===== config.mk =====
export PLATFORM = sky130hd
export DESIGN_NAME = cap_base_cal
export DESIGN_NICKNAME = d
export VERILOG_FILES = /design/src/rtl/cal_pkg.sv /design/src/rtl/cal_chan.sv /design/src/rtl/cal_timer.sv /design/src/rtl/cal_ctrl.sv /design/src/rtl/cap_base_cal.sv
export SDC_FILE = /design/constraint.sdc
export NUM_CORES = 1
export LEC_CHECK = 0
export ABC_AREA = 1
export BUFFER_PORTS_ARGS = -buffer_cell sky130_fd_sc_hd__buf_2
export CORE_MARGIN = 5
export CORE_UTILIZATION = 35
export DETAILED_ROUTE_END_ITERATION = 8
export SLEW_MARGIN = 40
export SYNTH_ARGS = -nofsm -noshare
export SYNTH_HDL_FRONTEND = slang
export SYNTH_SLANG_ARGS = --single-unit

===== constraint.sdc =====
create_clock -name clk -period 5.1 [get_ports clk]
set_clock_uncertainty 0.2 [all_clocks]
set_input_delay 0.255 -clock clk [delete_from_list [all_inputs] [get_ports clk]]
set_output_delay 0.255 -clock clk [all_outputs]
set_load 0.1 [all_outputs]

===== src/rtl/cal_pkg.sv =====
package cal_pkg;
  typedef enum logic [2:0] {
    CK_NONE = 3'd0,
    CK_INIT = 3'd1,
    CK_AUTO = 3'd2,
    CK_UNC  = 3'd3,
    CK_COND = 3'd4
  } cal_kind_e;
endpackage


===== src/rtl/cal_chan.sv =====
module cal_chan
  import cal_pkg::*;
#(
  parameter int VW = 7
) (
  input  logic          clk,
  input  logic          rst_n,
  input  logic          smp_valid,
  input  logic [VW-1:0] raw,
  input  logic [VW-1:0] tvr,
  input  logic [VW-1:0] evr,
  input  logic          hold,
  input  cal_kind_e     kind,
  output logic          touch_now,
  output logic          touch_q,
  output logic [VW-1:0] base_q
);
  localparam logic [VW-1:0] FULL = '1;

  logic [VW-1:0] work;
  logic [VW:0]   lim_touch;
  logic [VW:0]   lim_env;
  logic          in_env;
  logic          below;
  logic [VW-1:0] base_d;
  logic          touch_d;

  always_comb begin
    work      = FULL - raw;
    lim_touch = {1'b0, base_q} + {1'b0, tvr};
    lim_env   = {1'b0, base_q} + {1'b0, evr};
    touch_now = ({1'b0, work} > lim_touch);
    in_env    = ({1'b0, work} <= lim_env);
    below     = (work < base_q);
  end

  always_comb begin
    base_d  = base_q;
    touch_d = touch_q;
    if (smp_valid) begin
      touch_d = (kind == CK_INIT) ? 1'b0 : touch_now;
      unique case (kind)
        CK_INIT, CK_UNC, CK_COND: base_d = work;
        CK_AUTO: if (in_env) base_d = work;
        default: if (!hold && below) base_d = work;
      endcase
    end
  end

  always_ff @(posedge clk or negedge rst_n) begin
    if (!rst_n) begin
      base_q  <= '0;
      touch_q <= 1'b0;
    end else begin
      base_q  <= base_d;
      touch_q <= touch_d;
    end
  end

  // above the environmental band nothing but a forced load moves the baseline
  p_band_freeze_r3: assert property (@(posedge clk) disable iff (!rst_n)
    (smp_valid && (kind == CK_NONE || kind == CK_AUTO) && ({1'b0, work} > lim_env))
      |=> (base_q == $past(base_q)));

  // a drop below the baseline is followed at once
  p_snap_down_r4: assert property (@(posedge clk) disable iff (!rst_n)
    (smp_valid && kind == CK_NONE && !hold && (work < base_q))
      |=> (base_q == $past(FULL - raw)));

  // the first sample never reports a touch
  p_init_quiet_r1: assert property (@(posedge clk) disable iff (!rst_n)
    (smp_valid && kind == CK_INIT) |=> !touch_q);
endmodule


===== src/rtl/cal_timer.sv =====
module cal_timer #(
  parameter int CW       = 8,
  parameter int WAIT_MUL = 64,
  parameter int INTV_MUL = 50
) (
  input  logic          clk,
  input  logic          rst_n,
  input  logic          tick,
  input  logic          hold,
  input  logic          busy,
  input  logic          consume,
  input  logic [CW-1:0] cfg_wait,
  input  logic [CW-1:0] cfg_intv,
  output logic          due
);
  localparam int WMAX = ((1 << CW) - 1) * WAIT_MUL;
  localparam int IMAX = ((1 << CW) - 1) * INTV_MUL;
  localparam int TMAX = (WMAX > IMAX) ? WMAX : IMAX;
  localparam int TW   = $clog2(TMAX + 1);

  logic [TW-1:0] wlim, ilim, wnext, inext;
  logic [TW-1:0] wcnt_q, wcnt_d, icnt_q, icnt_d;
  logic          waited_q, waited_d, due_q, due_d;

  always_comb begin
    wlim  = TW'(cfg_wait) * TW'(WAIT_MUL);
    ilim  = TW'(cfg_intv) * TW'(INTV_MUL);
    wnext = wcnt_q + TW'(1);
    inext = icnt_q + TW'(1);
  end

  always_comb begin
    wcnt_d   = wcnt_q;
    icnt_d   = icnt_q;
    waited_d = waited_q;
    due_d    = due_q && !consume;
    if (hold || busy) begin
      wcnt_d   = '0;
      icnt_d   = '0;
      waited_d = 1'b0;
      due_d    = 1'b0;
    end else if (tick) begin
      if (!waited_q) begin
        if (wnext >= wlim) begin
          waited_d = 1'b1;
          due_d    = 1'b1;
          wcnt_d   = '0;
          icnt_d   = '0;
        end else begin
          wcnt_d = wnext;
        end
      end else begin
        if (inext >= ilim) begin
          due_d  = 1'b1;
          icnt_d = '0;
        end else begin
          icnt_d = inext;
        end
      end
    end
  end

  always_ff @(posedge clk or negedge rst_n) begin
    if (!rst_n) begin
      wcnt_q   <= '0;
      icnt_q   <= '0;
      waited_q <= 1'b0;
      due_q    <= 1'b0;
    end else begin
      wcnt_q   <= wcnt_d;
      icnt_q   <= icnt_d;
      waited_q <= waited_d;
      due_q    <= due_d;
    end
  end

  assign due = due_q;

  // a touched channel cancels any due automatic point
  p_touch_cancels_r6: assert property (@(posedge clk) disable iff (!rst_n)
    busy |=> !due);

  // freezing leaves nothing due
  p_hold_idle_r8: assert property (@(posedge clk) disable iff (!rst_n)
    hold |=> !due);

  // the quiet counter never runs past its limit
  p_wait_bound_r6: assert property (@(posedge clk) disable iff (!rst_n)
    (!waited_q && $stable(cfg_wait)) |-> (wcnt_q <= wlim));
endmodule


===== src/rtl/cal_ctrl.sv =====
module cal_ctrl
  import cal_pkg::*;
(
  input  logic      clk,
  input  logic      rst_n,
  input  logic      smp_valid,
  input  logic      hit_now,
  input  logic      hold,
  input  logic      due,
  input  logic      req_u,
  input  logic      req_c,
  input  logic      clr,
  input  logic      mask,
  output cal_kind_e kind,
  output logic      consume,
  output logic      pend_u,
  output logic      pend_c,
  output logic      eoc_pulse,
  output logic      eoc_flag,
  output logic      eoc_irq
);
  logic seen_q, seen_d;
  logic pu_q, pu_d, pc_q, pc_d;
  logic pulse_q, pulse_d, flag_q, flag_d;
  logic cal_go, done_u, done_c;

  always_comb begin
    if (!seen_q)                kind = CK_INIT;
    else if (pu_q)              kind = CK_UNC;
    else if (pc_q && !hit_now)  kind = CK_COND;
    else if (!hold && due)      kind = CK_AUTO;
    else                        kind = CK_NONE;
  end

  always_comb begin
    cal_go  = smp_valid && (kind == CK_AUTO || kind == CK_UNC || kind == CK_COND);
    consume = smp_valid && (kind == CK_AUTO);
    done_u  = smp_valid && (kind == CK_UNC);
    done_c  = smp_valid && (kind == CK_UNC || kind == CK_COND);
    seen_d  = seen_q || smp_valid;
    pu_d    = hold && (req_u || (pu_q && !done_u));
    pc_d    = hold && (req_c || (pc_q && !done_c));
    pulse_d = cal_go;
    flag_d  = cal_go || (flag_q && !clr);
  end

  always_ff @(posedge clk or negedge rst_n) begin
    if (!rst_n) begin
      seen_q  <= 1'b0;
      pu_q    <= 1'b0;
      pc_q    <= 1'b0;
      pulse_q <= 1'b0;
      flag_q  <= 1'b0;
    end else begin
      seen_q  <= seen_d;
      pu_q    <= pu_d;
      pc_q    <= pc_d;
      pulse_q <= pulse_d;
      flag_q  <= flag_d;
    end
  end

  assign pend_u    = pu_q;
  assign pend_c    = pc_q;
  assign eoc_pulse = pulse_q;
  assign eoc_flag  = flag_q;
  assign eoc_irq   = flag_q && !mask;

  // a pending forced load is used up by the next sample
  p_uncond_done_r9: assert property (@(posedge clk) disable iff (!rst_n)
    (smp_valid && pu_q && seen_q && !req_u) |=> !pend_u);

  // a touched sample keeps the conditional request waiting
  p_cond_wait_r10: assert property (@(posedge clk) disable iff (!rst_n)
    (smp_valid && pc_q && !pu_q && seen_q && hit_now && hold) |=> pend_c);

  // every pulse comes with the sticky flag
  p_flag_follows_r11: assert property (@(posedge clk) disable iff (!rst_n)
    eoc_pulse |-> eoc_flag);

  // a clear with no new event empties the flag
  p_clear_r11: assert property (@(posedge clk) disable iff (!rst_n)
    (clr && !cal_go) |=> !eoc_flag);
endmodule


===== src/rtl/cap_base_cal.sv =====
module cap_base_cal
  import cal_pkg::*;
#(
  parameter int NCH      = 3,
  parameter int VW       = 7,
  parameter int CW       = 8,
  parameter int WAIT_MUL = 64,
  parameter int INTV_MUL = 50
) (
  input  logic              clk,
  input  logic              rst_n,
  input  logic              smp_valid,
  input  logic [NCH*VW-1:0] smp_raw,
  input  logic              sens_tick,
  input  logic [NCH*VW-1:0] cfg_tvr,
  input  logic [VW-1:0]     cfg_evr,
  input  logic [CW-1:0]     cfg_wait,
  input  logic [CW-1:0]     cfg_intv,
  input  logic              cfg_hold,
  input  logic              cfg_eoc_mask,
  input  logic              req_uncond,
  input  logic              req_cond,
  input  logic              eoc_clr,
  output logic [NCH-1:0]    touch,
  output logic [NCH*VW-1:0] base_raw,
  output logic              req_uncond_pend,
  output logic              req_cond_pend,
  output logic              eoc_pulse,
  output logic              eoc_flag,
  output logic              eoc_irq
);
  localparam logic [VW-1:0] FULL = '1;

  logic [1:0]     rs_q;
  logic           srst_n;
  logic [NCH-1:0] hit_vec;
  logic [VW-1:0]  base_w [NCH];
  cal_kind_e      kind;
  logic           due, consume;

  always_ff @(posedge clk or negedge rst_n) begin
    if (!rst_n) rs_q <= 2'b00;
    else        rs_q <= {rs_q[0], 1'b1};
  end
  assign srst_n = rs_q[1];

  for (genvar c = 0; c < NCH; c++) begin : g_ch
    cal_chan #(.VW(VW)) u_ch (
      .clk       (clk),
      .rst_n     (srst_n),
      .smp_valid (smp_valid),
      .raw       (smp_raw[c*VW +: VW]),
      .tvr       (cfg_tvr[c*VW +: VW]),
      .evr       (cfg_evr),
      .hold      (cfg_hold),
      .kind      (kind),
      .touch_now (hit_vec[c]),
      .touch_q   (touch[c]),
      .base_q    (base_w[c])
    );
    assign base_raw[c*VW +: VW] = FULL - base_w[c];
  end

  cal_timer #(.CW(CW), .WAIT_MUL(WAIT_MUL), .INTV_MUL(INTV_MUL)) u_tmr (
    .clk      (clk),
    .rst_n    (srst_n),
    .tick     (sens_tick),
    .hold     (cfg_hold),
    .busy     (|touch),
    .consume  (consume),
    .cfg_wait (cfg_wait),
    .cfg_intv (cfg_intv),
    .due      (due)
  );

  cal_ctrl u_ctl (
    .clk       (clk),
    .rst_n     (srst_n),
    .smp_valid (smp_valid),
    .hit_now   (|hit_vec),
    .hold      (cfg_hold),
    .due       (due),
    .req_u     (req_uncond),
    .req_c     (req_cond),
    .clr       (eoc_clr),
    .mask      (cfg_eoc_mask),
    .kind      (kind),
    .consume   (consume),
    .pend_u    (req_uncond_pend),
    .pend_c    (req_cond_pend),
    .eoc_pulse (eoc_pulse),
    .eoc_flag  (eoc_flag),
    .eoc_irq   (eoc_irq)
  );

  // while frozen, an event needs a pending host request
  p_frozen_event_r8: assert property (@(posedge clk) disable iff (!srst_n)
    (cfg_hold && $past(cfg_hold) && eoc_pulse) |-> ($past(req_uncond_pend) || $past(req_cond_pend)));
endmodule


==> reports/metrics.cfg, run 1 <==
[sta]
finalSetupTns_ps=0
fin_crit_sh_pct=84.4
worstMarginPinSlew_ps=690
drv_slew=0
setup_viol=0
fin_crit_ps=4310
maxClockFrequency_mhz=232
rsz0062_at_grt=no
hold_viol=0
relSlewSlack_pct=54.0
fin_ws_ps=795

[synthesis]
synth_edf_count=0
synth_top_area_share_pct=25.8
synth.area.top_cells=ha_1 (26%), dfrtp_1 (21%), nand2_1 (11%)
netlist_instances=973
synth_area_leader_cell=ha_1
synth_area_mm2=0.00741
ys_ff_latch=61
ys_seq_area_share_pct=20.6
syn_nets=1209
synth_flop_cell=dfrtp_1
synthDistinctLibCells=43
async_reset_ff_share_pct=100
ys_warn_count=0
avgSynthCellArea_um2=7.61

[layout]
antenna_cells=0
nNetsFinal=1318
fin_area_mm2=0.00857
multi_input_area_mm2=0.00516
drive_above_1_share_pct=14.0
stdcell_count=1362
fillers=2204
area_growth_pct=15.7
final_cell_mix=nand2_1 (221), inv_1 (177), ha_1 (153)
seqCellArea_mm2=0.00153
layout_commonest_cell=nand2_1

[global_routing]
antenna_found_initial=0
grt_usage_pct=15.2
grt_pass1_wl_um=30400
overflow=0
grt_max_degree=60
grt_pass1_vias=6240

[floorplanning]
die_h_um=155
start_util_pct=35.4
dieArea_mm2=0.0242
die_w_um=155
io_pins=103
core_area_mm2=0.0210
num_rows=53

[drt]
vias=6502
vias_per_cell=4.77
dr.pass1.iters=5
drt_iter0_drc=332
routedWlPerCell_um=13.4
antenna_left=0
drc=0
wirelength_um=18300

[setup_path]
r2r_start=g_ch[0].u_ch.base_q[0]
r2r_slack_ps=1380
cp.arrival_ps=4360
cpMaxStageDelayCell=fa_1
cp_slowest_stage_delay_ps=500
crit_family=adder cells
startpoint=cfg_intv[3]
crit_path_start_kind=primary input
path_class=primary input to flop
cp.required_ps=5150
worstSetupEndpointType=flop
critPathBufInv=4
cp_max_fo=6
path_cells=buf_2 -> ha_1 -> ha_1 -> inv_1 -> fa_1 -> inv_1 -> ha_1 -> a21oi_1 -> o21ai_0 -> a21o_1 -> a21oi_1 -> o21ai_0 -> a21oi_1 -> xor2_1 -> ha_1 -> nand2_1 -> inv_1 -> o21ai_0 -> nand3_1 -> a21oi_1 -> o211ai_1 -> nor3_1 -> nand3_1 -> o21ai_2

[outcome]
status=complete, no violations

[placement]
dpl_cell_area_mm2=0.00823
place_inst=1342
dp_hpwl_um=15200
port-buffer-count=102
place.gp.congestion=0.817
pre_cts_slack_ps=452

[clock_network]
cts-root-buf=clkbuf_16
cts_made_buffers=9
cts_buffer_depth=2
clk_latency_ps=340
ctsHtreeMaxLevel=3
cts_resized=0
post_cts_buffers=0
cts_tree=done
clock_sinks=61
clk_pin_slew_ps=50

[power]
ir_drop_v=0.000292
swShare_pct=55.5
p_switching_w=0.00252
pwr-share-seq_pct=16.1
pwr-share-comb_pct=70.1
internal_power_w=0.00202
power_density_mw_per_mm2=530
clock_power_share_pct=13.7
p_leak_nw=4.75

[min_path]
hold_path.class=primary input to async pin

[flow_run]
cap_violations=0

through the flow:
stage | hold WS, ps | util [%] | total power, W
2_1_floorplan | -241 | - | 0.00332
3_3_place_gp | -158 | 39.3 | 0.00390
3_5_place_dp | -157 | 39.3 | 0.00394
4_1_cts | 19.7 | 40.9 | 0.00460
5_1_grt | 48.2 | 40.9 | 0.00503
6_report | 35.6 | 40.9 | 0.00454
final timing paths:
kind / endpoint / cells after the start
min reg2reg: u_tmr.icnt_q[4] / 1
max in group asynchronous: u_tmr.wcnt_q[4] / 1
max reg2reg: g_ch[1].u_ch.base_q[1] / 21
min in group clk: u_tmr.waited_q / 3
min: rs_q[0] / 2
max: u_tmr.icnt_q[10] / 24
power by group through the flow:
stage	Sequential, W	Clock, W	Combinational (W)
after detailed placement	0.000746	0	0.00320
after global routing	0.000749	0.000667	0.00362
after floorplan	0.000737	0	0.00259
after global placement	0.000743	0	0.00316
after CTS	0.000738	0.000646	0.00322
final	0.000731	0.000624	0.00319
cell families (layout without fill, tap and decap cells):
| kind of cell | count (synthesis) | after routing | share of synthesized area (%) |
|---|---|---|---|
| other | 1 | 1 | 0.0506 |
| AO/OA/AOI/OAI | 136 | 136 | 11.0 |
| AND/OR/NAND/NOR | 372 | 372 | 24.1 |
| adder cells (fa/ha/maj) | 162 | 162 | 28.3 |
| buffers and inverters | 188 | 302 | 9.74 |
| flip-flops | 61 | 61 | 20.6 |
| XOR/XNOR | 53 | 53 | 6.27 |
area by class of cell:
| type | instances | share of cell area, % |
|---|---|---|
| Multi-Input combinational cell | 724 | 60.2 |
| Sequential cell | 61 | 17.8 |
| Inverter | 177 | 7.75 |
| Timing Repair Buffer | 109 | 6.73 |
| Tap cell | 275 | 4.01 |
| Clock buffer | 11 | 2.83 |
| Clock inverter | 5 | 0.686 |
per-layer routing:
| layer | GRT usage (%) | wire [µm] | up-vias |
|---|---|---|---|
| met4 | 2.83 | 152 | 0 |
| met2 | 26.0 | 8690 | 87 |
| met1 | 20.5 | 8850 | 2938 |
| met3 | 2.48 | 575 | 13 |
| li1 | - | - | 3464 |
| met5 | 0 | 0 | - |
state kept, by name, indices dropped and copies added, names as in the netlist:
signal             flops
u_tmr.waited_q         1
u_tmr.icnt_q          14
g_ch.u_ch.touch_q      3
u_ctl.eoc_pulse        1
u_tmr.wcnt_q          14
g_ch.u_ch.base_q      21
u_ctl.eoc_flag         1
u_tmr.due              1
u_ctl.pend_u           1
u_ctl.seen_q           1
u_ctl.pend_c           1
rs_q                   2
synthesized netlist by cell type (all sizes together) (9+ instances only):
library cell,count
o21ai,29
nand3,46
xnor2,20
xor2,33
nor2,36
inv,177
nor3,17
o22ai,12
dfrtp,61
nand4,41
fa,9
nand2,223
ha,153
a21o,10
a21oi,65
repair_timing:
item                                   in CTS  in global routing
endpoints found under the hold margin       5                  0
setup endpoints to repair                   0                  0
hold buffers                                4                  0
Note: power is estimated with default switching activity, not from simulation.
==> run 2: changes to the inputs <==
- clock period: 5.1 -> 4.45 ns (I/O delays scaled with it)
==> run 2 against run 1 <==
Worst setup slack lost 410 ps. Via count grew 0.43%. Final area is 1.0% higher. Critical path depth fell by 3. Critical endpoint is now u_tmr.icnt_q[11]. Non-clock buffer count up 9. Die area stayed put. Final cell count up 0.59%. Routed wire length is 1.1% higher. Global-route usage is 0.14 points higher. Register-to-register slack got worse by 660 ps. Largest cell class unchanged. Combinational power is 15% higher. Sequential share of layout area is 0.18 points lower.
==> reports/metrics.cfg, run 2 (same netlist as run 1, synthesis figures left out) <==
[layout]
layout_commonest_cell=nand2_1
stdcell_count=1370  ; +0.59%
largest-register=g_ch.u_ch.base_q
nNetsFinal=1327  ; +0.68%
final_cell_mix=nand2_1 (220), inv_1 (177), ha_1 (153)
area_growth_pct=16.9
fillers=2215  ; +0.50%
drive_above_1_share_pct=14.6  ; +0.63 points
antenna_cells=0  ; unchanged
final_util_pct=41.3  ; +0.42 points
largest_reg_flops=21  ; unchanged
top_regs=g_ch.u_ch.base_q: 21 flops, u_tmr.icnt_q: 14 flops, u_tmr.wcnt_q: 14 flops

[min_path]
hold_path.class=primary input to flop

[setup_path]
cp_max_fo=6  ; unchanged
critPathBufInv=2  ; -2
crit_path_frequent_cell=ha_1
cpMaxStageDelayCell=fa_1
cp.arrival_ps=4080  ; -280 ps
cp_slowest_stage_delay_ps=460  ; -40 ps
path_class=primary input to flop
crit_path_start_kind=primary input
worstSetupEndpointType=flop
crit_family=adder cells
cp.required_ps=4460  ; -690 ps
path_cells=buf_2 -> ha_1 -> ha_1 -> fa_1 -> ha_1 -> a21oi_1 -> nand2_1 -> a21o_1 -> a21oi_1 -> inv_1 -> a21oi_1 -> o21ai_0 -> xnor2_1 -> ha_1 -> nand2_2 -> nor2_1 -> nand2_1 -> o211ai_1 -> nor3_1 -> nand3_1 -> o21ai_2

[power]
power_density_mw_per_mm2=611  ; +15%
p_leak_nw=4.79  ; +1.0%
clock_power_share_pct=14.4  ; +0.7 points
pwr-share-comb_pct=69.7  ; -0.4 points
swShare_pct=54.8  ; -0.68 points
ir_drop_v=0.000357  ; +22%
p_switching_w=0.00290  ; +15%
internal_power_w=0.00239  ; +18%
pwr-share-seq_pct=15.9  ; -0.2 points

[global_routing]
overflow=0  ; unchanged
grt_usage_pct=15.4  ; +0.14 points
grt_max_degree=39  ; -35%
antenna_found_initial=0  ; unchanged
grt_pass1_wl_um=30400  ; +0.20%
grt_pass1_vias=6220  ; -0.32%

[outcome]
status=complete, no violations

[sta]
drv_slew=0  ; unchanged
maxClockFrequency_mhz=246
worstMarginPinSlew_ps=705  ; +14.8 ps
hold_viol=0  ; unchanged
relSlewSlack_pct=53.0  ; -0.99 points
timing.hold.ws_ps=25.1  ; -10.5 ps
fin_crit_sh_pct=91.4
fin_crit_ps=4070
setup_viol=0  ; unchanged
finalSetupTns_ps=0  ; unchanged
rsz0062_at_grt=no

[clock_network]
cts_buffer_depth=2  ; unchanged
clk_latency_ps=340  ; about the same
clk_pin_slew_ps=60  ; about the same
ctsHtreeMaxLevel=3  ; unchanged
cts_made_buffers=9  ; unchanged
cts-root-buf=clkbuf_16
cts_tree=done
clock_sinks=61  ; unchanged

[drt]
wirelength_um=18500  ; +1.1%
antenna_left=0  ; unchanged
drc=0  ; unchanged
routedWlPerCell_um=13.5  ; +0.55%
vias_per_cell=4.77  ; -0.16%
drt_iter0_drc=382  ; +15%
dr.pass1.iters=5  ; unchanged
vias=6530  ; +0.43%

[floorplanning]
core_area_mm2=0.0210  ; unchanged
num_rows=53  ; unchanged
dieArea_mm2=0.0242  ; unchanged
die_w_um=155  ; unchanged
io_pins=103  ; unchanged
start_util_pct=35.4  ; unchanged
die_h_um=155  ; unchanged

[placement]
place_inst=1348  ; +0.45%
dp_hpwl_um=15500  ; +1.7%
place.gp.congestion=0.818  ; +0.18%
port-buffer-count=102  ; unchanged

[flow_run]
cap_violations=0  ; unchanged

[run 2: power by group through the flow]
stage	combinational (W)	clock, W	sequential, W
floorplan	0.00297	0	0.000844
global placement	0.00364	0	0.000856
detailed placement	0.00368	0	0.000858
CTS	0.00371	0.000783	0.000849
global route	0.00415	0.000810	0.000862
finish	0.00368	0.000764	0.000842
[run 2: per-stage QoR]
step / setup WS, ps / instance area [µm²] / power (W)
finish: 381 / 8660 / 0.00529
global route: 4.00 / 8660 / 0.00583
CTS: 291 / 8650 / 0.00534
detailed placement: -38.0 / 8270 / 0.00454
global placement: 55.3 / 8270 / 0.00449
floorplan: 360 / 7410 / 0.00381
[run 2: layout make-up]
type,count,area [µm²],share of cell area (%)
clock buffers,11,243,2.80
clock inverters,4,72.6,0.838
inverters,177,664,7.67
multi-input cells,724,5170,59.6
flip-flops and latches,61,1530,17.6
well taps,275,344,3.97
repair buffers,118,646,7.45
[run 2: worst paths after layout]
check                                  startpoint                      to  slack (ps)  cells after the start
setup / recovery                      cfg_intv[2]        u_tmr.icnt_q[11]         380                     21
hold / removal                         smp_raw[4]  g_ch[0].u_ch.base_q[4]          30                      4
setup reg to reg           g_ch[0].u_ch.base_q[0]  g_ch[1].u_ch.base_q[4]         720                     21
hold reg to reg                           rs_q[1]         u_tmr.icnt_q[4]          60                      0
max in group asynchronous                 rs_q[1]        u_tmr.wcnt_q[12]        3070                      1
min in group asynchronous                 rs_q[1]         u_tmr.icnt_q[4]          60                      0
[run 2: repair_timing]
| item | in CTS | in global routing |
|---|---|---|
| setup buffers | 0 | 1 |
| resized for setup | 0 | 4 |
| hold buffers | 6 | 0 |
| endpoints found under the setup margin | 0 | 10 |
| endpoints found under the hold margin | 6 | 0 |
[run 2: worst register-to-register path: stages, from the launching register on]
cell and delay (ps):
dfrtp_1 420, ha_1 240, fa_1 410, nand3_1 90, nand2_1 90, a21o_1 180
a21oi_1 150, xor2_1 180, ha_1 270, nand2_1 70, nor2_1 40, nand2_1 70
nand2_1 50, a21oi_1 110, nand2_1 130, nand2_1 130, nor2_4 60, nor2_8 220
nand4_4 240, nand3_4 210, nand2_1 70, nand2_1 50
[run 2: per-layer routing]
metal	track usage, %	vias up	routed length (µm)
met5	0	-	0
met4	3.92	0	280
met3	2.73	17	612
met2	25.1	92	8530
met1	21.1	2935	9060
li1	-	3486	-
